[src/rtl/jtc_pkg.sv]
package jtc_pkg;

    typedef enum logic [3:0] {
        ST_TLR, ST_RTI, ST_SEL_DR, ST_CAP_DR, ST_SH_DR, ST_EX1_DR, ST_PAU_DR, ST_EX2_DR,
        ST_UPD_DR, ST_SEL_IR, ST_CAP_IR, ST_SH_IR, ST_EX1_IR, ST_PAU_IR, ST_EX2_IR, ST_UPD_IR
    } tap_st_e;

    typedef enum logic [1:0] {
        MODE_BYP, MODE_SMP, MODE_CFG
    } ir_mode_e;

    localparam int IR_W = 3;
    localparam logic [IR_W-1:0] OP_CFG = 3'b101;
    localparam logic [IR_W-1:0] OP_SMP = 3'b001;
    localparam logic [IR_W-1:0] OP_BYP = 3'b111;

    function automatic tap_st_e tap_next(tap_st_e s, logic m);
        case (s)
            ST_TLR:    return m ? ST_TLR    : ST_RTI;
            ST_RTI:    return m ? ST_SEL_DR : ST_RTI;
            ST_SEL_DR: return m ? ST_SEL_IR : ST_CAP_DR;
            ST_CAP_DR: return m ? ST_EX1_DR : ST_SH_DR;
            ST_SH_DR:  return m ? ST_EX1_DR : ST_SH_DR;
            ST_EX1_DR: return m ? ST_UPD_DR : ST_PAU_DR;
            ST_PAU_DR: return m ? ST_EX2_DR : ST_PAU_DR;
            ST_EX2_DR: return m ? ST_UPD_DR : ST_SH_DR;
            ST_UPD_DR: return m ? ST_SEL_DR : ST_RTI;
            ST_SEL_IR: return m ? ST_TLR    : ST_CAP_IR;
            ST_CAP_IR: return m ? ST_EX1_IR : ST_SH_IR;
            ST_SH_IR:  return m ? ST_EX1_IR : ST_SH_IR;
            ST_EX1_IR: return m ? ST_UPD_IR : ST_PAU_IR;
            ST_PAU_IR: return m ? ST_EX2_IR : ST_PAU_IR;
            ST_EX2_IR: return m ? ST_UPD_IR : ST_SH_IR;
            default:   return m ? ST_SEL_DR : ST_RTI;
        endcase
    endfunction

endpackage

[src/rtl/jtc_tap_fsm.sv]
module jtc_tap_fsm
    import jtc_pkg::*;
(
    input  logic    tck,
    input  logic    prog_n,
    input  logic    tms,
    output tap_st_e st_q
);
    tap_st_e st_d;

    always_comb st_d = tap_next(st_q, tms);

    always_ff @(posedge tck or negedge prog_n) begin
        if (!prog_n) st_q <= ST_TLR;
        else         st_q <= st_d;
    end
endmodule

[src/rtl/jtc_ir_shift.sv]
module jtc_ir_shift
    import jtc_pkg::*;
#(
    parameter int W = IR_W
) (
    input  logic         tck,
    input  logic         prog_n,
    input  tap_st_e      st_q,
    input  logic         tdi,
    output logic [W-1:0] sh_q
);
    localparam logic [W-1:0] CAP_PAT = {{(W-1){1'b0}}, 1'b1};
    logic [W-1:0] sh_d;

    always_comb begin
        sh_d = sh_q;
        if (st_q == ST_CAP_IR)     sh_d = CAP_PAT;
        else if (st_q == ST_SH_IR) sh_d = {tdi, sh_q[W-1:1]};
    end

    always_ff @(posedge tck or negedge prog_n) begin
        if (!prog_n) sh_q <= CAP_PAT;
        else         sh_q <= sh_d;
    end
endmodule

[src/rtl/jtc_stream_trk.sv]
module jtc_stream_trk #(
    parameter int          PRE_W   = 5,
    parameter logic [4:0]  PRE_PAT = 5'b10010,
    parameter int          LEN_W   = 24
) (
    input  logic tck,
    input  logic prog_n,
    input  logic restart,
    input  logic en,
    input  logic tdi,
    output logic past_q
);
    localparam int CW = $clog2(LEN_W);
    typedef enum logic [1:0] {PH_HUNT, PH_LEN, PH_PAST} ph_e;
    typedef struct packed {
        ph_e              ph;
        logic [CW-1:0]    cnt;
        logic [PRE_W-1:0] hist;
    } trk_s;

    trk_s q, d;
    logic [PRE_W-1:0] hist_nx;

    always_comb begin
        d       = q;
        hist_nx = {q.hist[PRE_W-2:0], tdi};
        if (restart) begin
            d = '{ph: PH_HUNT, cnt: '0, hist: '0};
        end else if (en) begin
            d.hist = hist_nx;
            case (q.ph)
                PH_HUNT: if (hist_nx == PRE_PAT[PRE_W-1:0]) begin
                    d.ph  = PH_LEN;
                    d.cnt = '0;
                end
                PH_LEN: begin
                    if (q.cnt == CW'(LEN_W - 1)) d.ph = PH_PAST;
                    else                         d.cnt = q.cnt + 1'b1;
                end
                default: ;
            endcase
        end
    end

    always_ff @(posedge tck or negedge prog_n) begin
        if (!prog_n) q <= '{ph: PH_HUNT, cnt: '0, hist: '0};
        else         q <= d;
    end

    assign past_q = (q.ph == PH_PAST);
endmodule

[src/rtl/jtc_cfg_tap.sv]
module jtc_cfg_tap
    import jtc_pkg::*;
#(
    parameter int LEN_W = 24
) (
    input  logic tck,
    input  logic prog_n,
    input  logic tms,
    input  logic tdi,
    input  logic init_rel,
    input  logic cfg_done,
    input  logic cfg_fail,
    output logic tdo,
    output logic dout,
    output logic cfg_clk_en,
    output logic clr_start
);
    typedef struct packed {
        ir_mode_e mode;
        logic     lock;
        logic     fin;
        logic     fail;
        logic     clr;
        logic     byp;
    } ctl_s;

    tap_st_e         st_q;
    logic [IR_W-1:0] ir_sh;
    logic            past;
    logic            restart;
    ctl_s            q, d;

    jtc_tap_fsm u_fsm (.tck(tck), .prog_n(prog_n), .tms(tms), .st_q(st_q));

    jtc_ir_shift #(.W(IR_W)) u_ir (
        .tck(tck), .prog_n(prog_n), .st_q(st_q), .tdi(tdi), .sh_q(ir_sh)
    );

    jtc_stream_trk #(.LEN_W(LEN_W)) u_trk (
        .tck(tck), .prog_n(prog_n), .restart(restart), .en(cfg_clk_en),
        .tdi(tdi), .past_q(past)
    );

    always_comb begin
        d       = q;
        d.clr   = 1'b0;
        restart = 1'b0;
        if (st_q == ST_CAP_DR)     d.byp = 1'b0;
        else if (st_q == ST_SH_DR) d.byp = tdi;

        if (cfg_fail && q.mode == MODE_CFG) begin
            d.fail = 1'b1;
            d.mode = MODE_BYP;
            d.lock = 1'b0;
        end else if (st_q == ST_UPD_IR) begin
            if (q.lock) begin
                if (ir_sh == OP_CFG) begin
                    d.mode = MODE_BYP;
                    d.lock = 1'b0;
                end
            end else if (ir_sh == OP_CFG && !q.fail) begin
                d.mode  = MODE_CFG;
                d.fin   = 1'b0;
                d.clr   = 1'b1;
                restart = 1'b1;
            end else if (ir_sh == OP_SMP) begin
                d.mode = MODE_SMP;
            end else begin
                d.mode = MODE_BYP;
            end
        end else if (st_q == ST_TLR && !q.lock) begin
            d.mode = MODE_BYP;
        end else if (q.lock && cfg_done) begin
            d.lock = 1'b0;
            d.fin  = 1'b1;
        end else if (q.mode == MODE_CFG && init_rel && !q.fin) begin
            d.lock = 1'b1;
        end
    end

    always_ff @(posedge tck or negedge prog_n) begin
        if (!prog_n) q <= '{mode: MODE_BYP, lock: 1'b0, fin: 1'b0, fail: 1'b0, clr: 1'b0, byp: 1'b0};
        else         q <= d;
    end

    assign cfg_clk_en = (q.mode == MODE_CFG) && (st_q == ST_SH_DR) && init_rel;
    assign clr_start  = q.clr;
    assign dout       = (cfg_clk_en && !past) ? tdi : 1'b1;

    always_comb begin
        tdo = 1'b0;
        if (st_q == ST_SH_IR)
            tdo = ir_sh[0];
        else if (st_q == ST_SH_DR) begin
            if (q.mode == MODE_CFG) tdo = cfg_clk_en ? (past | tdi) : 1'b0;
            else                    tdo = q.byp;
        end
    end
endmodule

[config.mk]
export PLATFORM = sky130hd
export DESIGN_NAME = jtc_cfg_tap
export DESIGN_NICKNAME = d
export VERILOG_FILES = /design/src/rtl/jtc_pkg.sv /design/src/rtl/jtc_tap_fsm.sv /design/src/rtl/jtc_ir_shift.sv /design/src/rtl/jtc_stream_trk.sv /design/src/rtl/jtc_cfg_tap.sv
export SDC_FILE = /design/constraint.sdc
export NUM_CORES = 1
export LEC_CHECK = 0
export ABC_AREA = 1
export CAP_MARGIN = 30
export CORE_ASPECT_RATIO = 0.9
export CORE_UTILIZATION = 50
export CTS_CLUSTER_DIAMETER = 40
export DETAILED_ROUTE_END_ITERATION = 16
export DONT_BUFFER_PORTS = 1
export HOLD_SLACK_MARGIN = 0.1
export MAX_ROUTING_LAYER = met4
export PLACE_DENSITY = 0.71
export SLEW_MARGIN = 20
export SYNTH_ARGS = -nofsm -noshare
export SYNTH_HDL_FRONTEND = slang
export SYNTH_HIERARCHICAL = 1
export SYNTH_SLANG_ARGS = --single-unit
[constraint.sdc]
create_clock -name tck -period 2.3 [get_ports tck]
set_input_delay 0.23 -clock tck [delete_from_list [all_inputs] [get_ports tck]]
set_output_delay 0.23 -clock tck [all_outputs]
set_load 0.01 [all_outputs]
## Word level (Yosys, flattened, before mapping)

Cells that the tools add are included.
Widths: inputs -> output; s select.

- Bitwise logic cells: 2
- Equal/unequal tests: 28
- Multiplexer cells: 46
- Reduce and logical (&&, ||, !) cells: 29
- $add $sub $neg: 1

Operators by type and width:

| kind | count |
|---|---|
| $pmux 4 s11 | 1 |
| $eq 4x4->1 const B | 7 |
| $mux 12 | 2 |
| $mux 1 | 21 |
| $mux 4 | 5 |
| $mux 3 | 6 |
| $eq 4x3->1 const B | 4 |
| $mux 2 | 8 |
| $pmux 7 s2 | 1 |
| $eq 5x5->1 const B | 2 |
| $logic_and 1x1->1 | 9 |
| $eq 4x2->1 const B | 2 |
| $reduce_and 4->1 | 2 |
| $reduce_bool 2->1 | 4 |
| $mux 7 | 1 |
| $ne 3x2->1 const B | 2 |
| $ne 3x3->1 const B | 2 |
| $reduce_bool 3->1 | 2 |
| $add 5x1->5 const B | 1 |
| $mux 5 | 1 |
| $reduce_and 5->1 | 1 |
| $eq 2x2->1 const B | 2 |
| $logic_not 1->1 | 4 |
| $logic_not 4->1 | 1 |
| other kinds (12) | 15 |

- Bits in registers: 25

## Depth between registers and ports, before layout

Gate-level depths: netlist of run 1.

- Word-level depth: 8
- Depth in mapped cells: 11
- Depth with buffers taken out: 11

## Cells and area by module

The synthesis of run 1 kept the hierarchy.

By module, submodules not included:

| module | area an instance (um^2) | instances | cells an instance |
|---|---|---|---|
| jtc_stream_trk | 640.6 | 1 | 82 |
| jtc_cfg_tap | 459.2 | 1 | 64 |
| jtc_tap_fsm | 382.9 | 1 | 69 |
| jtc_ir_shift | 163.9 | 1 | 22 |

## Least setup slack after synthesis of run 1

Ideal clock, no wire load.

- Path kind: register to register
- From: register u_fsm.st_q[1]
- To: register u_trk/q[5] in the netlist's numbering
- Buffers on the path: 0
- Stages on the path, launching flop included: 9
- Setup time: 123 ps
- Path slack: 547 ps
- Clock period less this slack: 1753 ps
- Arrival: 1630 ps
- Path through: dfrtp_1 > nor2_1 > nand3_1 > nor2_1 > nor2_1 > inv_2 > nand2_4 > o21ai_0 > nand2_1

- Word-level cells in the longest chain between the ends: 5
- Elaborated cells on any way between the ends: 12
- Those cells by class: eq/ne: 4; mux: 3; reduce/logical: 5

Ends and longest elaborated chain:

| what | RTL line | RTL |
|---|---|---|
| start, declared | jtc_tap_fsm.sv:7 | `output tap_st_e st_q` |
| start signal, assigned | jtc_tap_fsm.sv:15 | `else st_q <= st_d;` |
| $eq 4x3->1 | jtc_cfg_tap.sv:86 | `assign cfg_clk_en = (q.mode == MODE_CFG) && (st_q == ST_SH_DR) && init_rel;` |
| $logic_and 1x1->1 (2 in a row) | jtc_cfg_tap.sv:86 |  |
| net cfg_clk_en | jtc_cfg_tap.sv:15 | `output logic cfg_clk_en,` |
| $reduce_bool 2->1 (no line) | - |  |
| $reduce_and 4->1 (no line) | - |  |
| end signal, assigned | jtc_stream_trk.sv:46 | `if (!prog_n) q <= '{ph: PH_HUNT, cnt: '0, hist: '0};` |
| end, declared | jtc_stream_trk.sv:21 | `trk_s q, d;` |

The timed path passes the listed nets, and every way through them passes these cells.
A chain may end at the register's enable or synchronous reset.

==> run metrics, run 1 <==
CP Data Required Time=2.53 ns; drt initial violations=about 110; worst-path fanout max=11; gr usage total=0.2012; sequential area share after synthesis=0.3807; Max-slew headroom=0.7007; synth-to-layout area growth=9.879%; power per cell area=801.4 nW/um2; CTS tree=built; Distinct cells, synth=28; Avg WL per Cell=11.10 um; antenna diode count=0; Clock transition at path regs=approximately 0.14 ns; Routability Congestion=between 0.9 and 1; Hold Path Sink=q[4]$_DFFE_PN0P_; Core Util, Final=0.5854; yosys warns=6; Worst-Skew Late Latency=0.32 ns; top post-synthesis cells by area=dfrtp_1, nand2_1, nand3_1, nor2_1, inv_1; drt via density=around 5.0; # rows=19; Hold Path Depth=3; worst hold start=cfg_done; IO Count=11; Arr. time, crit path=2.12 ns; vias in the first global route=1285; Seq cells post-synth=25; Final min period=1.892 ns; Power, Total=1.450 mW; CTS Root Cell=clkbuf_4; post-synthesis instance total=~240; height of the die=56.44 um; Comb pwr share=0.446; die area=3527 um2; Slew @ Worst Pin=0.4443 ns; die width=around 62 um; initial antenna violation count=0; drc violations=0; fin crit share=0.8225; Sequential Power Share=0.416; fill count=278; clock sinks=25; final hold vios=0; pin count of the biggest net entering global routing=26; status=completed; area share of the largest cell type after synthesis=0.3647; max_cap viols=0; Mean Syn Cell Area=6.948 um2; number of port buffers=0; RR Startpoint=u_fsm/st_q[3]$_DFF_PN0_; CTS max path bufs=2; # setup viols final=0; Setup Crit Path Kind=flip-flop to flip-flop; EDFF count, synth=0; Starting Density=0.5328; hold buffers post-CTS=6; startpoint types=flip-flop; sw power=633.3 uW; post-CTS setup buffers=0; reg2reg setup slack=~0.41 ns; area of all placed cells without fillers=1809 um2; area of the multi-input gates=893.4 um2; ys async rst share=1.000; area of placed instances=around 1700 um2; area leader, netlist=dfrtp_1; Vias=1458; DPL Wire Length=2.360 mm; Peak VDD IR=0.4018 mV; Core Region=3090 um2; detailed-route wire length=3.219 mm; leakage=between 0.9 and 1 nW; unrepaired setup endpoints after global routing=no; Pint=approximately 800 uW; Hold Crit Class=input pin to flip-flop; Clock power frac=0.138; final net count=257; total grt overflow=0; DRT Pass-1 Iters=4; f_max=0.5286 GHz; ys flop type=dfrtp_1; R2R Path End=u_trk/q[9]$_DFFE_PN0P_; CP endpoint kind=flip-flop; Register Area=626.9 um2; Post-Route Skew=0.004316 ns; first-pass GRT wire length=about 5.5 mm; CTS buffer count=3; share of layout cells above drive strength 1=0.1653; mapped cell area=1647 um2; Worst R2R Path Depth=9; max-slew violations=0; Mapped Nets=roughly 250; H-tree Lvls=1; Net Sw Frac=0.4368; Setup TNS=0 ns; cells resized by post-CTS repair=0; Final ANT Viol Nets=0
-- logic make-up (layout without fill, tap and decap cells) --
group	after synthesis	count (layout)	synth area share
xor+xnor	1	1	0.005320
flops	25	25	0.3807
compound gates	18	18	0.05775
simple gates	160	160	0.4719
fa+ha+maj	1	1	0.007598
buf+inv	32	43	0.07675
-- worst max-delay path by stage --
stage / depth (start not counted) / to / slack (ns) / start
2_1_floorplan: 8 / u_trk/q[5]$_DFFE_PN0P_ / 0.55 / u_fsm/st_q[1]$_DFF_PN0_
3_3_place_gp: 9 / u_trk/q[7]$_DFFE_PN0P_ / 0.50 / u_fsm/st_q[3]$_DFF_PN0_
3_5_place_dp: 9 / u_trk/q[9]$_DFFE_PN0P_ / 0.41 / u_fsm/st_q[3]$_DFF_PN0_
4_1_cts: 9 / u_trk/q[9]$_DFFE_PN0P_ / 0.39 / u_fsm/st_q[3]$_DFF_PN0_
5_1_grt: 9 / u_trk/q[8]$_DFFE_PN0P_ / 0.14 / u_fsm/st_q[3]$_DFF_PN0_
6_report: 9 / u_trk/q[9]$_DFFE_PN0P_ / 0.41 / u_fsm/st_q[3]$_DFF_PN0_
-- metrics by stage --
step	setup WS (ns)	hold slack (ns)	std cells
after floorplan	0.5466	-0.06559	237
after global placement	0.5038	-0.06514	280
after detailed placement	0.4095	-0.06508	280
after CTS	0.3872	0.1057	290
after global routing	0.1448	0.1173	290
final	0.4083	0.1204	290
-- registers in the layout, indices dropped and copies added, names as in the netlist --
name,flops
u_ir/sh_q,3
u_trk/hist_nx,4
u_fsm/st_q,4
u_trk/q,7
clr_start,1
q,6
-- metal layers --
layer	wire length, um	part of all wire	vias to the layer above	global-route usage
li1	-	-	770	-
met5	0	0	-	-
met3	176	0.055	5	0.01626
met1	1609	0.50	638	0.2748
met4	57	0.018	0	0.08970
met2	1376	0.43	45	0.3059
-- cell type report --
type | instances | area share
well taps | 42 | 0.02905
multi-input cells | 180 | 0.4938
repair buffers | 10 | 0.05532
flip-flops and latches | 25 | 0.3465
clock inverters | 1 | 0.002766
clock buffers | 3 | 0.01245
inverters | 29 | 0.06017
-- worst max-delay path, cell delays in order (launching register included) --
cell and delay (ns):
dfrtp_1 0.63, nand2_2 0.11, nor2_4 0.14, nand4_1 0.15, inv_1 0.23, inv_2 0.10, nand2_2 0.12, nand2_4 0.09
o21ai_0 0.16, nand2_1 0.07
-- Yosys cell counts, types with 2 or more instances --
| cell type | number |
|---|---|
| a21oi_1 | 2 |
| dfrtp_1 | 24 |
| inv_1 | 19 |
| inv_2 | 10 |
| nand2_1 | 73 |
| nand2_2 | 8 |
| nand2_4 | 2 |
| nand3_1 | 24 |
| nand3_2 | 3 |
| nand4_1 | 5 |
| nor2_1 | 32 |
| nor2_4 | 4 |
| nor3_1 | 4 |
| o21ai_0 | 13 |
-- power groups by stage --
stage | registers, mW | clock network [mW] | logic [mW]
after floorplan | 0.633 | 0 | 0.465
after global placement | 0.610 | 0 | 0.622
after detailed placement | 0.612 | 0 | 0.616
after CTS | 0.603 | 0.211 | 0.640
after global routing | 0.618 | 0.223 | 0.729
final | 0.604 | 0.200 | 0.646
-- cells in the final DEF (no fill, tap or decap), types with 2 or more instances in the layout --
cell / instances
buf_4: 4
nand2_4: 2
nand2_2: 8
nand3_2: 3
nor3_1: 4
nor2_4: 4
o21ai_0: 13
inv_1: 19
inv_2: 10
clkbuf_4: 3
nand4_1: 5
nand3_1: 24
dfrtp_1: 24
nor2_1: 32
nand2_1: 73
a21oi_1: 2
dlygate4sd3_1: 5
Power figures use the tool's default switching activity.
==> inputs of run 2 (changes only) <==
--- a/config.mk
+++ b/config.mk
@@ -14,7 +14,7 @@
 export DONT_BUFFER_PORTS = 1
 export HOLD_SLACK_MARGIN = 0.1
 export MAX_ROUTING_LAYER = met4
-export PLACE_DENSITY = 0.71
+export PLACE_DENSITY = 0.74
 export SLEW_MARGIN = 20
 export SYNTH_ARGS = -nofsm -noshare
 export SYNTH_HDL_FRONTEND = slang
==> constraint.sdc (replaced) <==
create_clock -name tck -period 1.57 [get_ports tck]
set_input_delay 0.157 -clock tck [delete_from_list [all_inputs] [get_ports tck]]
set_output_delay 0.157 -clock tck [all_outputs]
set_load 0.01 [all_outputs]
==> run metrics, run 2 (same netlist as run 1, synthesis figures left out) <==
Arr. time, crit path=1.89 ns (was 2.12 ns); leading cell type in the layout, fill and taps excluded=nand2_1 (unchanged); status=finished, violations left (was completed); Starting Density=0.5328 (unchanged); max_cap viols=0 (unchanged); gr usage total=0.2304 (was 0.2012); routing usage on met3=0.03862 (was 0.01626); CTS tree=built (unchanged); area of all placed cells without fillers=2102 um2 (was 1809 um2); unrepaired setup endpoints after global routing=yes (was no); CP Data Required Time=1.85 ns (was 2.53 ns); area of the multi-input gates=979.7 um2 (was 893.4 um2); Routability Congestion=0.9368 (was 0.9556); die area=3527 um2 (unchanged); Core Region=3090 um2 (unchanged); Final min period=1.606 ns (was 1.892 ns); pin count of the biggest net entering global routing=26 (unchanged); # rows=19 (unchanged); max reg flops=7 (unchanged); failing checks=setup timing; grt met1 use=0.2863 (was 0.2748); grt peak-use layer=met2 (unchanged); Worst-Skew Late Latency=0.32 ns (about the same); PnR worst setup slack=-0.03562 ns (was 0.4083 ns); clock sinks=25 (unchanged); CTS Root Cell=clkbuf_4 (unchanged); startpoint types=flip-flop (unchanged); first-pass GRT wire length=6.230 mm (was 5.526 mm); reg2reg setup slack=-0.04 ns (was 0.41 ns); final hold vios=0 (unchanged); drc violations=0 (unchanged); Non-Filler Instances=315 (was 290); Clock transition at path regs=0.16 ns (was 0.14 ns); drt via density=5.235 (was 5.028); H-tree Lvls=1 (unchanged); IO Count=11 (unchanged); synth-to-layout area growth=27.66% (was 9.879%); antenna diode count=0 (unchanged); Setup Crit Path Kind=flip-flop to flip-flop (unchanged); die width=62.49 um (unchanged); DPL Wire Length=2.586 mm (was 2.360 mm); final net count=282 (was 257); biggest regs=u_trk/q (7), q (6) (unchanged); Worst R2R Path Depth=10 (was 9); largest reg by FF count=u_trk/q (unchanged); worst-path fanout max=6 (was 11); share of layout cells above drive strength 1=0.3297 (was 0.1653); Post-Route Skew=0.01145 ns (was 0.004316 ns); Peak VDD IR=0.7630 mV (was 0.4018 mV); most frequent cells in the layout=nand2_1, nor2_1, buf_4 (was nand2_1, nor2_1, nand3_1, dfrtp_1, inv_1); Register Area=630.6 um2 (was 626.9 um2); Vias=1649 (was 1458); total grt overflow=0 (unchanged); CP endpoint kind=flip-flop (unchanged); fill count=256 (was 278); detailed-route wire length=4.100 mm (was 3.219 mm); # setup viols final=7 (was 0); Inst Count DP=294 (was 280); Slew @ Worst Pin=0.3054 ns (was 0.4443 ns); initial antenna violation count=0 (unchanged); CTS buffer count=3 (unchanged); Hold Path Depth=3 (unchanged); fin crit share=1.023 (was 0.8225); Avg WL per Cell=13.02 um (was 11.10 um); number of port buffers=0 (unchanged); Max-slew headroom=0.7942 (was 0.7007); drt initial violations=89 (was 109); Hold Crit Class=input pin to flip-flop (unchanged); WHS=0.1165 ns (was 0.1204 ns); area of placed instances=1831 um2 (was 1712 um2); CTS max path bufs=2 (unchanged); max-slew violations=0 (unchanged); power per cell area=1151 nW/um2 (was 801.4 nW/um2); DRT Pass-1 Iters=4 (unchanged); vias in the first global route=1478 (was 1285); f_max=0.6228 GHz (was 0.5286 GHz); Final ANT Viol Nets=0 (unchanged); height of the die=56.44 um (unchanged); met2 global-route usage=0.3742 (was 0.3059); leakage=1.086 nW (was 0.9536 nW)
==> run 2: per-layer routing <==
| layer | vias to the layer above | share of wire |
|---|---|---|
| li1 | 827 | - |
| met1 | 771 | 0.43 |
| met2 | 41 | 0.50 |
| met3 | 10 | 0.039 |
| met4 | 0 | 0.027 |
| met5 | - | 0 |
==> run 2: final cells by class <==
class                           count  area share
Clock inverter                      1    0.003571
Clock buffer                        3     0.01071
Tap cell                           42     0.02500
Inverter                           29     0.05179
Timing Repair Buffer               35      0.1429
Multi-Input combinational cell    180      0.4661
Sequential cell                    25      0.3000
==> run 2: path summary, 6_finish.rpt <==
kind,startpoint,to
min reg2reg,q[2]$_DFFE_PN0P_,q[2]$_DFFE_PN0P_
max reg2reg,u_ir/sh_q[0]$_DFFE_PN1P_,u_trk/q[9]$_DFFE_PN0P_
max,u_ir/sh_q[0]$_DFFE_PN1P_,u_trk/q[9]$_DFFE_PN0P_
max in group asynchronous,prog_n,u_ir/sh_q[0]$_DFFE_PN1P_
min,tms,u_fsm/st_q[3]$_DFF_PN0_
min in group asynchronous,prog_n,q[6]$_DFFE_PN0P_
==> run 2: critical path, stage by stage (launching register included) <==
cell and delay, ns:
dfstp_2 0.57, nand3_2 0.07, nor2_1 0.11, nand4_1 0.13, inv_2 0.16, inv_2 0.05
nand2_2 0.10, nand2_4 0.11, nor2_8 0.17, nand2_1 0.07, nand2_1 0.06
==> run 2: per-stage QoR <==
step | worst slack (ns) | util | power [mW] | TNS, ns
after floorplan | 0.01985 | - | 1.628 | 0
after global placement | -0.007096 | 0.5923 | 1.930 | -0.01597
after detailed placement | -0.06277 | 0.5923 | 1.948 | -0.3178
after CTS | -0.02805 | 0.6498 | 2.317 | -0.1328
after global routing | -0.1175 | 0.6802 | 2.594 | -0.7726
final | -0.03562 | 0.6802 | 2.420 | -0.1581
==> run 2: repair_timing <==
item                                   CTS  global route
resized for setup                       16            17
pin swaps                               12             7
endpoints found under the hold margin   34             0
setup buffers                            7             6
cloned                                   0             0
setup endpoints to repair                8            11
hold buffers                             5             0
==> run 2: power by group <==
part	internal (mW)	total (mW)	switching, mW
logic	0.491	1.23	0.738
clock network	0.0972	0.306	0.208
registers	0.772	0.885	0.113
